--- src/rtl/pe_pkg.sv ---
package pe_pkg;

  localparam int unsigned INSN_W    = 32;
  localparam int unsigned REG_W     = 5;
  localparam int unsigned IMM_W     = 16;
  localparam int unsigned OPC_W     = 6;
  localparam int unsigned SHAMT_W   = 5;
  localparam int unsigned FUNCT_W   = 6;
  localparam int unsigned KIND_W    = 3;
  localparam int unsigned MAX_WORDS = 3;
  localparam int unsigned CNT_W     = $clog2(MAX_WORDS + 1);

  typedef enum logic [KIND_W-1:0] {
    MK_NOP   = 3'd0,
    MK_MOVE  = 3'd1,
    MK_LDIMM = 3'd2,
    MK_ROTR  = 3'd3,
    MK_ADDUI = 3'd4
  } macro_kind_e;

  localparam logic [REG_W-1:0] REG_ZERO    = 5'd0;
  localparam logic [REG_W-1:0] REG_SCRATCH = 5'd1;

  localparam logic [OPC_W-1:0] OPC_RTYPE = 6'h00;
  localparam logic [OPC_W-1:0] OPC_ADDI  = 6'h08;
  localparam logic [OPC_W-1:0] OPC_ADDIU = 6'h09;
  localparam logic [OPC_W-1:0] OPC_ORI   = 6'h0D;
  localparam logic [OPC_W-1:0] OPC_LUI   = 6'h0F;

  localparam logic [FUNCT_W-1:0] FN_SLL  = 6'h00;
  localparam logic [FUNCT_W-1:0] FN_SRL  = 6'h02;
  localparam logic [FUNCT_W-1:0] FN_ADD  = 6'h20;
  localparam logic [FUNCT_W-1:0] FN_ADDU = 6'h21;
  localparam logic [FUNCT_W-1:0] FN_OR   = 6'h25;

  typedef logic [INSN_W-1:0] word_t;

  function automatic word_t enc_r(input logic [REG_W-1:0] rs,
                                  input logic [REG_W-1:0] rt,
                                  input logic [REG_W-1:0] rd,
                                  input logic [SHAMT_W-1:0] sh,
                                  input logic [FUNCT_W-1:0] fn);
    return {OPC_RTYPE, rs, rt, rd, sh, fn};
  endfunction

  function automatic word_t enc_i(input logic [OPC_W-1:0] op,
                                  input logic [REG_W-1:0] rs,
                                  input logic [REG_W-1:0] rt,
                                  input logic [IMM_W-1:0] imm);
    return {op, rs, rt, imm};
  endfunction

endpackage

--- src/rtl/pe_range_check.sv ---
module pe_range_check #(
  parameter int unsigned VALUE_W = 32,
  parameter int unsigned FIELD_W = 16
) (
  input  logic [VALUE_W-1:0] value,
  output logic               fits
);
  localparam int unsigned TOP_W = VALUE_W - FIELD_W + 1;

  logic [TOP_W-1:0] top_bits;

  always_comb begin
    top_bits = value[VALUE_W-1:FIELD_W-1];
    fits     = (&top_bits) | ~(|top_bits);
  end
endmodule

--- src/rtl/pe_expander.sv ---
module pe_expander
  import pe_pkg::*;
(
  input  logic [KIND_W-1:0]             kind,
  input  logic [REG_W-1:0]              dst,
  input  logic [REG_W-1:0]              src,
  input  logic [INSN_W-1:0]             value,
  output logic [MAX_WORDS-1:0][INSN_W-1:0] words,
  output logic [CNT_W-1:0]              count,
  output logic                          bad
);
  logic               fits16;
  logic [IMM_W-1:0]   imm_lo;
  logic [IMM_W-1:0]   imm_hi;
  logic [SHAMT_W-1:0] amt;
  logic [SHAMT_W:0]   comp_full;
  logic [SHAMT_W-1:0] amt_comp;
  macro_kind_e        kind_e;

  pe_range_check #(.VALUE_W(INSN_W), .FIELD_W(IMM_W)) u_range (
    .value (value),
    .fits  (fits16)
  );

  always_comb begin
    imm_lo    = value[IMM_W-1:0];
    imm_hi    = value[INSN_W-1:IMM_W];
    amt       = value[SHAMT_W-1:0];
    comp_full = 6'd32 - {1'b0, amt};
    amt_comp  = comp_full[SHAMT_W-1:0];
    kind_e    = macro_kind_e'(kind);
  end

  always_comb begin
    words = '0;
    count = CNT_W'(1);
    bad   = 1'b0;
    case (kind_e)
      MK_NOP: begin
        words[0] = '0;
      end
      MK_MOVE: begin
        words[0] = enc_r(REG_ZERO, src, dst, '0, FN_ADD);
      end
      MK_LDIMM: begin
        if (fits16) begin
          words[0] = enc_i(OPC_ADDI, REG_ZERO, dst, imm_lo);
        end else begin
          words[0] = enc_i(OPC_LUI, REG_ZERO, dst, imm_hi);
          words[1] = enc_i(OPC_ORI, dst, dst, imm_lo);
          count    = CNT_W'(2);
        end
      end
      MK_ROTR: begin
        if (amt == '0) begin
          bad = 1'b1;
        end else begin
          words[0] = enc_r(REG_ZERO, dst, REG_SCRATCH, amt, FN_SRL);
          words[1] = enc_r(REG_ZERO, dst, dst, amt_comp, FN_SLL);
          words[2] = enc_r(dst, REG_SCRATCH, dst, '0, FN_OR);
          count    = CNT_W'(3);
        end
      end
      MK_ADDUI: begin
        if (fits16) begin
          words[0] = enc_i(OPC_ADDIU, src, dst, imm_lo);
        end else begin
          words[0] = enc_i(OPC_LUI, REG_ZERO, REG_SCRATCH, imm_hi);
          words[1] = enc_i(OPC_ORI, REG_SCRATCH, REG_SCRATCH, imm_lo);
          words[2] = enc_r(src, REG_SCRATCH, dst, '0, FN_ADDU);
          count    = CNT_W'(3);
        end
      end
      default: begin
        bad = 1'b1;
      end
    endcase
  end
endmodule

--- src/rtl/pe_emitter.sv ---
module pe_emitter
  import pe_pkg::*;
(
  input  logic                              clk,
  input  logic                              rst_n,
  input  logic                              load,
  input  logic [MAX_WORDS-1:0][INSN_W-1:0]  load_words,
  input  logic [CNT_W-1:0]                  load_count,
  input  logic                              load_bad,
  output logic                              busy,
  output logic                              out_valid,
  input  logic                              out_ready,
  output logic [INSN_W-1:0]                 out_word,
  output logic                              out_last,
  output logic                              err
);
  logic [MAX_WORDS-1:0][INSN_W-1:0] buf_q;
  logic [CNT_W-1:0] idx_q, idx_d;
  logic [CNT_W-1:0] cnt_q, cnt_d;
  logic             busy_q, busy_d;
  logic             err_q, err_d;
  logic             take;
  logic             at_end;

  genvar g;
  generate
    for (g = 0; g < MAX_WORDS; g++) begin : g_slot
      always_ff @(posedge clk or negedge rst_n) begin
        if (!rst_n) begin
          buf_q[g] <= '0;
        end else if (load) begin
          buf_q[g] <= load_words[g];
        end
      end
    end
  endgenerate

  always_comb begin
    at_end = (idx_q == cnt_q - CNT_W'(1));
    take   = busy_q & out_ready;
    idx_d  = idx_q;
    cnt_d  = cnt_q;
    busy_d = busy_q;
    err_d  = 1'b0;
    if (load) begin
      idx_d  = '0;
      cnt_d  = load_count;
      busy_d = 1'b1;
      err_d  = load_bad;
    end else if (take) begin
      if (at_end) begin
        busy_d = 1'b0;
        idx_d  = '0;
      end else begin
        idx_d = idx_q + CNT_W'(1);
      end
    end
  end

  always_ff @(posedge clk or negedge rst_n) begin
    if (!rst_n) begin
      idx_q  <= '0;
      cnt_q  <= CNT_W'(1);
      busy_q <= 1'b0;
      err_q  <= 1'b0;
    end else begin
      idx_q  <= idx_d;
      cnt_q  <= cnt_d;
      busy_q <= busy_d;
      err_q  <= err_d;
    end
  end

  always_comb begin
    busy      = busy_q;
    out_valid = busy_q;
    out_word  = buf_q[idx_q];
    out_last  = busy_q & at_end;
    err       = err_q;
  end
endmodule

--- src/rtl/pseudo_expander.sv ---
module pseudo_expander
  import pe_pkg::*;
(
  input  logic              clk,
  input  logic              rst_n,
  input  logic              in_valid,
  output logic              in_ready,
  input  logic [KIND_W-1:0] in_kind,
  input  logic [REG_W-1:0]  in_dst,
  input  logic [REG_W-1:0]  in_src,
  input  logic [INSN_W-1:0] in_value,
  output logic              out_valid,
  input  logic              out_ready,
  output logic [INSN_W-1:0] out_word,
  output logic              out_last,
  output logic              exp_error
);
  logic [MAX_WORDS-1:0][INSN_W-1:0] exp_words;
  logic [CNT_W-1:0]                 exp_count;
  logic                             exp_bad;
  logic                             busy;
  logic                             accept;

  pe_expander u_expand (
    .kind  (in_kind),
    .dst   (in_dst),
    .src   (in_src),
    .value (in_value),
    .words (exp_words),
    .count (exp_count),
    .bad   (exp_bad)
  );

  always_comb begin
    in_ready = ~busy;
    accept   = in_valid & ~busy;
  end

  pe_emitter u_emit (
    .clk        (clk),
    .rst_n      (rst_n),
    .load       (accept),
    .load_words (exp_words),
    .load_count (exp_count),
    .load_bad   (exp_bad),
    .busy       (busy),
    .out_valid  (out_valid),
    .out_ready  (out_ready),
    .out_word   (out_word),
    .out_last   (out_last),
    .err        (exp_error)
  );
endmodule

--- config.mk ---
export PLATFORM = sky130hd
export DESIGN_NAME = pseudo_expander
export DESIGN_NICKNAME = d
export VERILOG_FILES = /design/src/rtl/pe_pkg.sv /design/src/rtl/pe_range_check.sv /design/src/rtl/pe_expander.sv /design/src/rtl/pe_emitter.sv /design/src/rtl/pseudo_expander.sv
export SDC_FILE = /design/constraint.sdc
export NUM_CORES = 1
export LEC_CHECK = 0
export BUFFER_PORTS_ARGS = -buffer_cell sky130_fd_sc_hd__buf_2
export CELL_PAD_IN_SITES_DETAIL_PLACEMENT = 0
export CELL_PAD_IN_SITES_GLOBAL_PLACEMENT = 1
export CORE_ASPECT_RATIO = 1.5
export CORE_UTILIZATION = 35
export CTS_CLUSTER_DIAMETER = 80
export CTS_CLUSTER_SIZE = 28
export DETAILED_ROUTE_END_ITERATION = 7
export PLACE_DENSITY = 0.69
export SLEW_MARGIN = 20
export SYNTH_ARGS = -nofsm -noshare
export SYNTH_HDL_FRONTEND = slang
export SYNTH_HIERARCHICAL = 1
export SYNTH_SLANG_ARGS = --single-unit
--- constraint.sdc ---
create_clock -name clk -period 4.1 [get_ports clk]
set_input_delay 0.41 -clock clk [delete_from_list [all_inputs] [get_ports clk]]
set_output_delay 0.41 -clock clk [all_outputs]
set_load 0.05 [all_outputs]
==> metrics.yaml <==
rows: 58
synth_area_per_cell_um2: 11.8
cts_max_path_buffers: 2
worstPathRequired_ns: 3.69
initial_utilization: 0.360
utilization: 0.403
grt_util_all_layers: 0.178
yosysWarnings: 6
grt-ovfl-total: 0
met3_usage: 0.0251
grt_pass1_wl_um: 24000
hold_path.class: "in2async"
use_met2: 0.310
met1_usage: 0.222
drv_slew: 0
dpl.hpwl_um: 10600
end_kind: "primary output"
powerDensity_nw_per_um2: 738
busiest_layer: "met2"
vias_per_cell: 5.08
synth_top_cell_by_area: "dfrtp_1"
syn_area_um2: 6090
yosysMostFrequentCell: "dfrtp_1"
worstSetupStartpointType: "register"
maxCapViolCount: 0
vdd_drop_max_uv: 297
relSlewSlack: 0.386
grt_max_degree: 81
ys_top_cells_by_area: "dfrtp_1 42%, mux2_4 15%, mux2i_1 8.1%, mux2_2 5.5%, buf_4 3.7%"
finalSetupViolations: 0
insertion_delay_ns: 0.34
fin_crit_ns: 2.72
cp_slowest_stage_delay_ns: 0.64
port_buffers: 84
cp_num_buf_inv: 2
wl_per_cell_um: 19.1
tightest_slew_ns: 0.917
globalplace.congestion: 0.859
final_antenna_net_count: 0
fmax_ghz: 0.367
path_class: "reg2out"
grt_pass1_vias: 4231
tns_ns: 0
synth_edf_count: 0
synth_top_area_share: 0.415
synth_flop_cell: "dfrtp_1"
fp.dieH_um: 164
fin_crit_sh: 0.664
cts_buffers: 9
status: "finished clean"
crit_chain: "nor2b_2 > buf_4 > nand2_1 > o21ai_1 > buf_2"
async_reset_ff_frac: 1.00
path_clk_slew_ns: 0.07
critPathMaxFanout: 16
drcViolationCount: 0
layout.nets: 629
firstDrtPassIters: 5
postCtsResizedCells: 0
fillers: 1664
synth_cell_types: 49
h-tree-depth: 3
coreArea_um2: 16900
die_area_um2: 17900
postCtsHoldBufs: 0
hold_viol: 0
p_leak_nw: 3.16
seq_area_frac_synth: 0.419
final_layout_size_suffix_gt1_frac: 0.369
cts_tree: "yes"
areaGrowthSynthToFinish_pct: 11.9
vias: 4033
totalWireLength_um: 15200
final.setup_skew_ns: 0.00794
root_buffer: "clkbuf_16"
synthCells: 516
worst_ep_arrival_time_ns: 2.31
critPathTopFamily: "simple AND/OR/NAND/NOR gates"
multi_input_comb_area_um2: 3140
synthTopCellsByCount: "101 x dfrtp_1, 60 x mux2_4, 49 x mux2i_1"
antenna_found_initial: 1
cts_setup_buffers: 0
cp_slowest_cell: "nor2b_2"
drt_iter0_drc: 209
p_total_mw: 5.03
io_pins: 85
cts_sinks: 102
dieWidth_um: 110
final-seq-area_um2: 2550
rsz0062_at_grt: "false"
synth_seq_cells: 102
-- area by class of cell --
cell class                      count  area share
Clock buffer                       12      0.0376
Inverter                            8     0.00441
Clock inverter                      4     0.00808
Tap cell                          210      0.0386
Multi-Input combinational cell    365       0.461
Sequential cell                   102       0.375
Antenna cell                        1    0.000367
Timing Repair Buffer               92      0.0751
-- registers in the layout, summed over array words and instances (netlist names) --
register,cells
u_emit/idx_q,2
u_emit/cnt_q,2
u_emit/buf_q,96
u_emit/busy,1
u_emit/err,1
-- worst paths after layout --
kind	cells past startpoint	from	slack [ns]	to
worst min register to register	1	u_emit/buf_q[2]$_DFFE_PN0P_	0.49	u_emit/buf_q[2]$_DFFE_PN0P_
worst max-delay path	5	u_emit/idx_q[0]$_DFFE_PN0P_	1.38	out_word[25]
worst max register to register	3	u_emit/busy$_DFFE_PN0P_	2.18	u_emit/buf_q[11]$_DFFE_PN0P_
min in group clk	3	out_ready	0.43	u_emit/busy$_DFFE_PN0P_
worst min-delay path	1	rst_n	0.10	u_emit/buf_q[3]$_DFFE_PN0P_
max in group asynchronous	2	rst_n	3.12	u_emit/buf_q[77]$_DFFE_PN0P_
-- per-stage QoR --
step	cells	area [um^2]	hold slack [ns]	setup slack [ns]
floorplan	538	6170	0.114	1.65
global placement	777	6500	0.467	1.19
detailed placement	777	6500	0.476	1.15
CTS	793	6810	0.299	1.28
global route	793	6810	0.162	1.22
finish	794	6820	0.103	1.38
-- cells in the final DEF, fill, tap and decap left out, types with 8 or more instances in the layout --
master     synthesis  layout
a22o_1            17      17
nor2_1             8       8
mux2_1             8       8
and2_1            18      18
mux2i_1           49      49
o21ai_1           32      32
clkbuf_16          0       9
mux2_2            30      30
nand2_1           43      43
mux2_4            60      60
conb_1             1      23
o21ai_0           10      10
dfrtp_1          101     100
buf_2             15      83
-- layer usage --
metal / vias up / wire, um
met2: 83 / 7880
li1: 1900 / -
met1: 2030 / 6480
met5: - / 16
met4: 2 / 286
met3: 18 / 520
-- where the power goes --
| part | internal, mW | leakage [nW] | switching, mW |
|---|---|---|---|
| Sequential | 1.39 | 1.32 | 0.238 |
| Clock | 0.510 | 0.149 | 0.383 |
| Combinational | 0.945 | 1.70 | 1.56 |
| Total | 2.85 | 3.16 | 2.18 |
-- logic make-up after synthesis --
family,after synthesis,share of synthesized area
muxes,147,0.299
and+or+nand+nor,111,0.102
DFF,102,0.419
AOI/OAI and AO/OA,78,0.0849
buffers and inverters,71,0.0826
xor gates and xnor gates,4,0.00822
adders and majority gates,2,0.00411
other,1,0.000616
Power figures use the tool's default switching activity.
